$ cat src/rtl/cmul_pkg.sv
package cmul_pkg;
    // Default width of every real or imaginary part
    localparam int unsigned CMUL_W = 16;

    // Which operand parts form each partial product
    typedef enum logic [1:0] {
        PP_RR = 2'd0,   // X real * Y real
        PP_II = 2'd1,   // X imag * Y imag
        PP_RI = 2'd2,   // X real * Y imag
        PP_IR = 2'd3    // X imag * Y real
    } pp_sel_e;
endpackage

$ cat src/rtl/cmul_in_stage.sv
module cmul_in_stage #(
    parameter int W = 16
) (
    input  logic                clk,
    input  logic                rst_n,
    input  logic                x_ld_i,
    input  logic                y_ld_i,
    input  logic signed [W-1:0] x_re_i,
    input  logic signed [W-1:0] x_im_i,
    input  logic signed [W-1:0] y_re_i,
    input  logic signed [W-1:0] y_im_i,
    input  logic                cj_x_i,
    input  logic                cj_y_i,
    input  logic                rnd_i,
    output logic signed [W-1:0] a_re_o,
    output logic signed [W-1:0] a_im_o,
    output logic signed [W-1:0] b_re_o,
    output logic signed [W-1:0] b_im_o,
    output logic                rnd_o,
    output logic                vld_o,
    output logic [2*W-1:0]      x_held_o,
    output logic [2*W-1:0]      y_held_o
);
    localparam logic signed [W-1:0] MINV = {1'b1, {(W-1){1'b0}}};
    localparam logic signed [W-1:0] MAXV = {1'b0, {(W-1){1'b1}}};
    localparam int NOPS = 2;

    typedef struct packed {
        logic signed [W-1:0] xr;
        logic signed [W-1:0] xi;
        logic signed [W-1:0] yr;
        logic signed [W-1:0] yi;
        logic                cx;
        logic                cy;
        logic                rnd;
        logic                vld;
    } in_st_t;

    in_st_t st_d, st_q;

    always_comb begin
        st_d = st_q;
        if (x_ld_i) begin
            st_d.xr = x_re_i;
            st_d.xi = x_im_i;
        end
        if (y_ld_i) begin
            st_d.yr = y_re_i;
            st_d.yi = y_im_i;
        end
        st_d.cx  = cj_x_i;
        st_d.cy  = cj_y_i;
        st_d.rnd = rnd_i;
        st_d.vld = x_ld_i | y_ld_i;
    end

    always_ff @(posedge clk or negedge rst_n) begin
        if (!rst_n) begin
            st_q <= '0;
        end else begin
            st_q <= st_d;
        end
    end

    // Conjugation applied on the way out of the operand registers
    logic signed [W-1:0] im_raw [NOPS];
    logic                cj_flag[NOPS];
    logic signed [W-1:0] im_cj  [NOPS];

    always_comb begin
        im_raw[0]  = st_q.xi;
        im_raw[1]  = st_q.yi;
        cj_flag[0] = st_q.cx;
        cj_flag[1] = st_q.cy;
    end

    for (genvar g = 0; g < NOPS; g++) begin : g_conj
        always_comb begin
            if (!cj_flag[g]) begin
                im_cj[g] = im_raw[g];
            end else if (im_raw[g] == MINV) begin
                im_cj[g] = MAXV;
            end else begin
                im_cj[g] = -im_raw[g];
            end
        end
    end

    assign a_re_o   = st_q.xr;
    assign a_im_o   = im_cj[0];
    assign b_re_o   = st_q.yr;
    assign b_im_o   = im_cj[1];
    assign rnd_o    = st_q.rnd;
    assign vld_o    = st_q.vld;
    assign x_held_o = {st_q.xr, st_q.xi};
    assign y_held_o = {st_q.yr, st_q.yi};
endmodule

$ cat src/rtl/cmul_prod_stage.sv
module cmul_prod_stage
    import cmul_pkg::*;
#(
    parameter int W = 16
) (
    input  logic                   clk,
    input  logic                   rst_n,
    input  logic signed [W-1:0]    a_re_i,
    input  logic signed [W-1:0]    a_im_i,
    input  logic signed [W-1:0]    b_re_i,
    input  logic signed [W-1:0]    b_im_i,
    input  logic                   rnd_i,
    input  logic                   vld_i,
    output logic [3:0][2*W-1:0]    pp_o,
    output logic                   rnd_o,
    output logic                   vld_o
);
    localparam int PW = 2 * W;
    localparam int NPP = 4;
    localparam logic signed [W-1:0]  MINV  = {1'b1, {(W-1){1'b0}}};
    localparam logic signed [PW-1:0] TRAPV = {2'b00, {(PW-2){1'b1}}};

    typedef struct packed {
        logic [3:0][PW-1:0] pp;
        logic               rnd;
        logic               vld;
    } pr_st_t;

    pr_st_t st_d, st_q;

    logic signed [PW-1:0] pp_c[NPP];

    for (genvar k = 0; k < NPP; k++) begin : g_pp
        localparam pp_sel_e SEL  = pp_sel_e'(k);
        localparam bit      A_IM = (SEL == PP_II) || (SEL == PP_IR);
        localparam bit      B_IM = (SEL == PP_II) || (SEL == PP_RI);
        logic signed [W-1:0] fa, fb;
        logic                trap;
        assign fa   = A_IM ? a_im_i : a_re_i;
        assign fb   = B_IM ? b_im_i : b_re_i;
        assign trap = (fa == MINV) && (fb == MINV);
        assign pp_c[k] = trap ? TRAPV : fa * fb;
    end

    always_comb begin
        st_d = st_q;
        for (int k = 0; k < NPP; k++) begin
            st_d.pp[k] = pp_c[k];
        end
        st_d.rnd = rnd_i;
        st_d.vld = vld_i;
    end

    always_ff @(posedge clk or negedge rst_n) begin
        if (!rst_n) begin
            st_q <= '0;
        end else begin
            st_q <= st_d;
        end
    end

    assign pp_o  = st_q.pp;
    assign rnd_o = st_q.rnd;
    assign vld_o = st_q.vld;
endmodule

$ cat src/rtl/cmul_sum_stage.sv
module cmul_sum_stage
    import cmul_pkg::*;
#(
    parameter int W = 16
) (
    input  logic                clk,
    input  logic                rst_n,
    input  logic [3:0][2*W-1:0] pp_i,
    input  logic                rnd_i,
    input  logic                vld_i,
    output logic signed [W-1:0] re_o,
    output logic signed [W-1:0] im_o,
    output logic                vld_o
);
    localparam int PW = 2 * W;
    localparam int SW = PW + 1;
    localparam int NLANE = 2;
    localparam logic signed [W-1:0]  MINV = {1'b1, {(W-1){1'b0}}};
    localparam logic signed [W-1:0]  MAXV = {1'b0, {(W-1){1'b1}}};
    localparam logic signed [SW-1:0] HALF = {{(SW-W+1){1'b0}}, 1'b1, {(W-2){1'b0}}};
    localparam logic signed [SW-1:0] HI   = {{(SW-W){1'b0}}, MAXV};
    localparam logic signed [SW-1:0] LO   = {{(SW-W){1'b1}}, MINV};

    typedef struct packed {
        logic signed [W-1:0] re;
        logic signed [W-1:0] im;
        logic                vld;
    } out_st_t;

    out_st_t st_d, st_q;

    logic signed [SW-1:0] pp_x[4];
    logic signed [W-1:0]  lane_res[NLANE];

    always_comb begin
        for (int k = 0; k < 4; k++) begin
            pp_x[k] = $signed({pp_i[k][PW-1], pp_i[k]});
        end
    end

    for (genvar g = 0; g < NLANE; g++) begin : g_lane
        logic signed [SW-1:0] acc, rnd_acc, shf;
        if (g == 0) begin : g_real
            assign acc = pp_x[PP_RR] - pp_x[PP_II];
        end else begin : g_imag
            assign acc = pp_x[PP_RI] + pp_x[PP_IR];
        end
        assign rnd_acc = rnd_i ? (acc + HALF) : acc;
        assign shf     = rnd_acc >>> (W - 1);
        always_comb begin
            if (shf > HI) begin
                lane_res[g] = MAXV;
            end else if (shf < LO) begin
                lane_res[g] = MINV;
            end else begin
                lane_res[g] = shf[W-1:0];
            end
        end
    end

    always_comb begin
        st_d     = st_q;
        st_d.re  = lane_res[0];
        st_d.im  = lane_res[1];
        st_d.vld = vld_i;
    end

    always_ff @(posedge clk or negedge rst_n) begin
        if (!rst_n) begin
            st_q <= '0;
        end else begin
            st_q <= st_d;
        end
    end

    assign re_o  = st_q.re;
    assign im_o  = st_q.im;
    assign vld_o = st_q.vld;
endmodule

$ cat src/rtl/cmul_q15.sv
module cmul_q15 #(
    parameter int W = cmul_pkg::CMUL_W
) (
    input  logic                clk,
    input  logic                rst_n,
    input  logic                x_load,
    input  logic                y_load,
    input  logic signed [W-1:0] x_re,
    input  logic signed [W-1:0] x_im,
    input  logic signed [W-1:0] y_re,
    input  logic signed [W-1:0] y_im,
    input  logic                conj_x,
    input  logic                conj_y,
    input  logic                round_en,
    output logic signed [W-1:0] p_re,
    output logic signed [W-1:0] p_im,
    output logic                p_valid
);
    localparam int PW = 2 * W;

    logic signed [W-1:0] a_re, a_im, b_re, b_im;
    logic                rnd_s1, vld_s1, rnd_s2, vld_s2;
    logic [PW-1:0]       x_held, y_held;
    logic [3:0][PW-1:0]  pp;

    cmul_in_stage #(.W(W)) u_in (
        .clk      (clk),
        .rst_n    (rst_n),
        .x_ld_i   (x_load),
        .y_ld_i   (y_load),
        .x_re_i   (x_re),
        .x_im_i   (x_im),
        .y_re_i   (y_re),
        .y_im_i   (y_im),
        .cj_x_i   (conj_x),
        .cj_y_i   (conj_y),
        .rnd_i    (round_en),
        .a_re_o   (a_re),
        .a_im_o   (a_im),
        .b_re_o   (b_re),
        .b_im_o   (b_im),
        .rnd_o    (rnd_s1),
        .vld_o    (vld_s1),
        .x_held_o (x_held),
        .y_held_o (y_held)
    );

    cmul_prod_stage #(.W(W)) u_prod (
        .clk    (clk),
        .rst_n  (rst_n),
        .a_re_i (a_re),
        .a_im_i (a_im),
        .b_re_i (b_re),
        .b_im_i (b_im),
        .rnd_i  (rnd_s1),
        .vld_i  (vld_s1),
        .pp_o   (pp),
        .rnd_o  (rnd_s2),
        .vld_o  (vld_s2)
    );

    cmul_sum_stage #(.W(W)) u_sum (
        .clk   (clk),
        .rst_n (rst_n),
        .pp_i  (pp),
        .rnd_i (rnd_s2),
        .vld_i (vld_s2),
        .re_o  (p_re),
        .im_o  (p_im),
        .vld_o (p_valid)
    );
endmodule

$ cat config.mk
export PLATFORM = sky130hd
export DESIGN_NAME = cmul_q15
export DESIGN_NICKNAME = d
export VERILOG_FILES = /design/src/rtl/cmul_pkg.sv /design/src/rtl/cmul_in_stage.sv /design/src/rtl/cmul_prod_stage.sv /design/src/rtl/cmul_sum_stage.sv /design/src/rtl/cmul_q15.sv
export SDC_FILE = /design/constraint.sdc
export NUM_CORES = 2
export LEC_CHECK = 0
export BUFFER_PORTS_ARGS = -buffer_cell sky130_fd_sc_hd__buf_2
export CORE_MARGIN = 2
export CORE_UTILIZATION = 50
export DETAILED_ROUTE_END_ITERATION = 10
export HOLD_SLACK_MARGIN = 0.06
export PLACE_DENSITY = 0.67
export SYNTH_ARGS = -nofsm -noshare
export SYNTH_HDL_FRONTEND = slang
export SYNTH_SLANG_ARGS = --single-unit
$ cat constraint.sdc
create_clock -name clk -period 13.2 [get_ports clk]
set_input_delay 0.66 -clock clk [delete_from_list [all_inputs] [get_ports clk]]
set_output_delay 0.66 -clock clk [all_outputs]
set_load 0.01 [all_outputs]
======== Yosys cells after proc, flatten, opt, wreduce, memory -nomap -nowiden ========
Index checks and enable logic that the tools add are counted.
storage, ports and cells
  word-level logic and storage cells ...... 56
  input port bits ......................... 71
  flip-flop bits (word level) ............. 231
  output and inout bits ................... 33
cells by class
  add/sub/neg operators ................... 6
  muxes and demuxes ....................... 14
  reduce and logical (&&, ||, !) cells .... 4
  multiply operators ...................... 4
  bitwise gates (word level) .............. 1
  magnitude comparators ................... 4
  equal/unequal tests ..................... 6
operators with widths
  kind                    number
  $mul 16x16->32          4
  $mux 16                 8
  $mux 32                 4
  $eq 16x16->1 const B    6
  $add 33x16->33 const B  2
  $mux 33                 2
  $gt 18x16->1 const B    2
  $lt 18x16->1 const B    2
  $add 32x32->33          1
  $sub 32x32->33          1
  $neg 16->16             2
  $logic_and 1x1->1       4
  $or 1x1->1              1

======== Longest topological paths before layout ========
  word-level depth ........................ 6
  mapped depth ............................ 39
  mapped depth without buffers ............ 36

======== Hierarchy ========
Synthesis repeated with hierarchy kept, for this count alone.
second synthesis, totals
  cells, all modules ...................... 5691
  area, all modules ....................... 52491.6 sq um
modules (own cells, without submodules)
  module           cells an instance  seq. area each (sq um)  instances  area an instance (sq um)
  cmul_prod_stage  4646               3253.1                  1          43372.8
  cmul_sum_stage   727                825.8                   1          5556.6
  cmul_in_stage    318                1701.6                  1          3562.2

======== Least setup slack after synthesis ========
Ideal clock, no wire load.
  kind .................................... reg2reg
  start ................................... register u_in.st_q, in the netlist u_in.y_held_o[0]
  end ..................................... register u_prod.st_q, in the netlist u_prod.pp_o[94]
  required time ........................... 13.078 ns
  period minus slack after synthesis ...... 9.109 ns
  cell stages (with the launch flop) ...... 37
  data arrival time ....................... 8.987 ns
  setup time .............................. 0.122 ns
  path slack .............................. 4.091 ns
  path buffers ............................ 3
  path through ............................ dfrtp_1 > inv_1 > ha_1 > or3b_1 > or3_1 > or4_1 > nor2_1 > and3_1 > clkbuf_1 > o21ai_0 > o21ai_0 > clkbuf_1 > clkbuf_1 > nand2_1 > fa_1 > inv_1 > fa_1 > inv_1 > fa_1 > inv_1 > fa_1 > fa_1 > inv_1 > fa_1 > inv_1 > ha_1 > a21o_1 > a21o_1 > a21o_1 > or3b_2 > a311oi_1 > o311ai_0 > o211ai_1 > o2111ai_1 > o41ai_1 > xor2_1 > nor2_1
RTL lines
  what                    RTL line               RTL
  start, declared         cmul_in_stage.sv:39    in_st_t st_d, st_q;
  start signal, assigned  cmul_in_stage.sv:61    st_q <= st_d;
  end signal, assigned    cmul_prod_stage.sv:58  st_q <= st_d;
  end, declared           cmul_prod_stage.sv:29  pr_st_t st_d, st_q;

==> results.cfg <==
[min_path]
worstHoldPathCells = 1
hp-class = input pin to flop
min_from = conj_x
hold_end = u_in.cj_flag[1]$_DFF_PN0_

[run_status]
status = completed

[synth]
async_flop_share_pct = 100
synth_ff_type = dfrtp_1
synth-seq-cells = 231
synthMuxAreaShare_pct = 1.36
ys_seq_area_share_pct = 11.3
synth_cells = 5621
synthXorXnorAreaFrac_pct = 3.64
synth-simple-area-share_pct = 15.5
syn_nets = 7134
synth-compound-area-share_pct = 6.97
synthesis.area_per_instance_um2 = 9.11
synth_edf_count = 0
synth_top_family_by_area = adder cells
synth_adder_area_share_pct = 50.6
ys_types = 88
synthesis.area_um2 = 51200
yosys_warnings = 0

[detailed_routing]
vias = 37800
vias_per_cell = 5.40
wl_per_cell_um = 18.7
drc = 0
ant_nets = 0
drtIter0Drc = 2865
wl_um = 131000
firstDrtPassIters = 5

[placement]
dp_hpwl_um = 104000
preCtsSetupSlack_ns = 3.00
portBuffers = 103
gp_congestion = 0.934

[setup_path]
rr_startpoint = u_in.y_held_o[0]$_DFFE_PN0P_
cp_num_buf_inv = 7
start_kind = flop
critPathMaxStageDelay_ns = 1.06
criticalPathCategory = flop to flop
cp-end-kind = flop
cp_max_fo = 11
cp.required_ns = 13.71
r2r_cells = 33
cp_slowest_cell = o21ai_1
arrival_ns = 11.01
cp_top_family = adder cells
r2r_end = u_prod.pp_o[94]$_DFF_PN0_
reg2reg_slack_ns = 2.70

[sta]
min_period_ns = 10.50
post-route-period-util_pct = 79.5
fin_skew_ns = 0.0269
finalSetupTns_ns = 0
fin_ws_ns = 2.70
tightest_slew_ns = 1.40
final_hold_viol_count = 0
relSlewSlack_pct = 6.32
setup_viol = 0
whs_ns = 0.129
rsz0062_at_grt = no
clock.fmax_mhz = 95.3
slew_viol_final = 0

[clock_network]
clk_path_buf_depth = 3
clock-sinks = 231
cts_buffers = 31
cts_setup_buffers = 0
ctsHoldBuffers = 1
clk_latency_ns = 0.64
cts_resized = 0
clk_pin_slew_ns = 0.07
clock-root-buffer = clkbuf_16
h-tree-depth = 1
cts_tree = done

[finish]
fin_nets = 7105
layout_commonest_cell = inv_1
num-fill-cells = 9334
final_cell_mix = inv_1, fa_1, nand2_1, ha_1, and2_1
syn_to_final_growth_pct = 6.11
drive_gt1_share_pct = 6.39

[global_routing]
grt_pass1_wl_um = 214000
antenna_found_initial = 8
grt_overflow = 0
grt_max_degree = 142
grt_use_total_pct = 26.3
grt_pass1_vias = 39600

[die]
coreArea_um2 = 102000
dieArea_um2 = 105000
start_util_pct = 50.4
dieWidth_um = 324
die_h_um = 324
fp-row-count = 117
pin_count = 104

[run]
cap_violations = 0
-- metal layers --
metal  wire (µm)  global-route usage [%]
met4        4320                    7.94
met2       59500                    41.7
met5          34                       0
met1       57000                    37.3
met3        9710                    4.01
-- logic make-up (layout without fill, tap and decap cells) --
group	after synthesis	in the layout
fa+ha+maj	1442	1442
mux	62	62
compound gates	553	553
other cells	0	2
simple gates	1666	1666
buf+inv	1454	1449
flops	231	231
xor+xnor	213	213
-- Yosys cell counts (84+ instances only) --
cell type	n	area share, %
o21ai_0	129	1.3
xor2_1	84	1.4
and2_1	316	3.9
inv_1	1215	8.9
nor2_1	260	1.9
fa_1	1048	41
dfrtp_1	231	11
clkbuf_1	223	1.6
a21oi_1	147	1.4
xnor2_1	129	2.2
nand2_1	751	5.5
ha_1	394	9.6
-- layout make-up --
| cell class | count | area, µm² | area share [%] |
|---|---|---|---|
| multi-input cells | 3936 | 40100 | 73.7 |
| flip-flops and latches | 231 | 5780 | 10.6 |
| inverters | 1215 | 4560 | 8.39 |
| well taps | 1368 | 1710 | 3.15 |
| repair buffers | 177 | 1100 | 2.02 |
| clock buffers | 39 | 846 | 1.56 |
| clock inverters | 18 | 297 | 0.545 |
| diodes | 2 | 5.00 | 0.00921 |
-- per-stage QoR --
stage	cell area (µm²)	cells	utilization (%)
after floorplan	51200	5621	-
after global placement	53200	6926	52.3
after detailed placement	53200	6926	52.3
after CTS	54400	6984	53.4
after global routing	54400	6985	53.4
final	54400	6986	53.4
-- state kept, by name, summed over array words and instances, names as in the netlist --
name           flops
u_in.a_re_o       16
u_in.b_re_o       16
u_in.cj_flag       2
u_in.rnd_o         1
u_in.vld_o         1
u_in.x_held_o     16
u_in.y_held_o     16
u_prod.pp_o      128
u_prod.rnd_o       1
u_prod.vld_o       1
u_sum.im_o        16
u_sum.re_o        16
u_sum.vld_o        1
-- how the worst max path moves through the flow --
stage | start | endpoint | slack [ns] | cells past startpoint
final | u_in.y_held_o[0]$_DFFE_PN0P_ | u_prod.pp_o[94]$_DFF_PN0_ | 2.70 | 33
after global routing | u_in.y_held_o[0]$_DFFE_PN0P_ | u_prod.pp_o[94]$_DFF_PN0_ | 2.25 | 33
after CTS | u_in.y_held_o[0]$_DFFE_PN0P_ | u_prod.pp_o[94]$_DFF_PN0_ | 2.95 | 33
after detailed placement | u_in.y_held_o[0]$_DFFE_PN0P_ | u_prod.pp_o[94]$_DFF_PN0_ | 3.00 | 33
after global placement | u_in.y_held_o[0]$_DFFE_PN0P_ | u_prod.pp_o[94]$_DFF_PN0_ | 3.11 | 33
after floorplan | u_in.y_held_o[0]$_DFFE_PN0P_ | u_prod.pp_o[94]$_DFF_PN0_ | 4.09 | 36
Power is not shown: default switching activity piles up to over one toggle a cycle in this logic, so the estimate is an artifact.
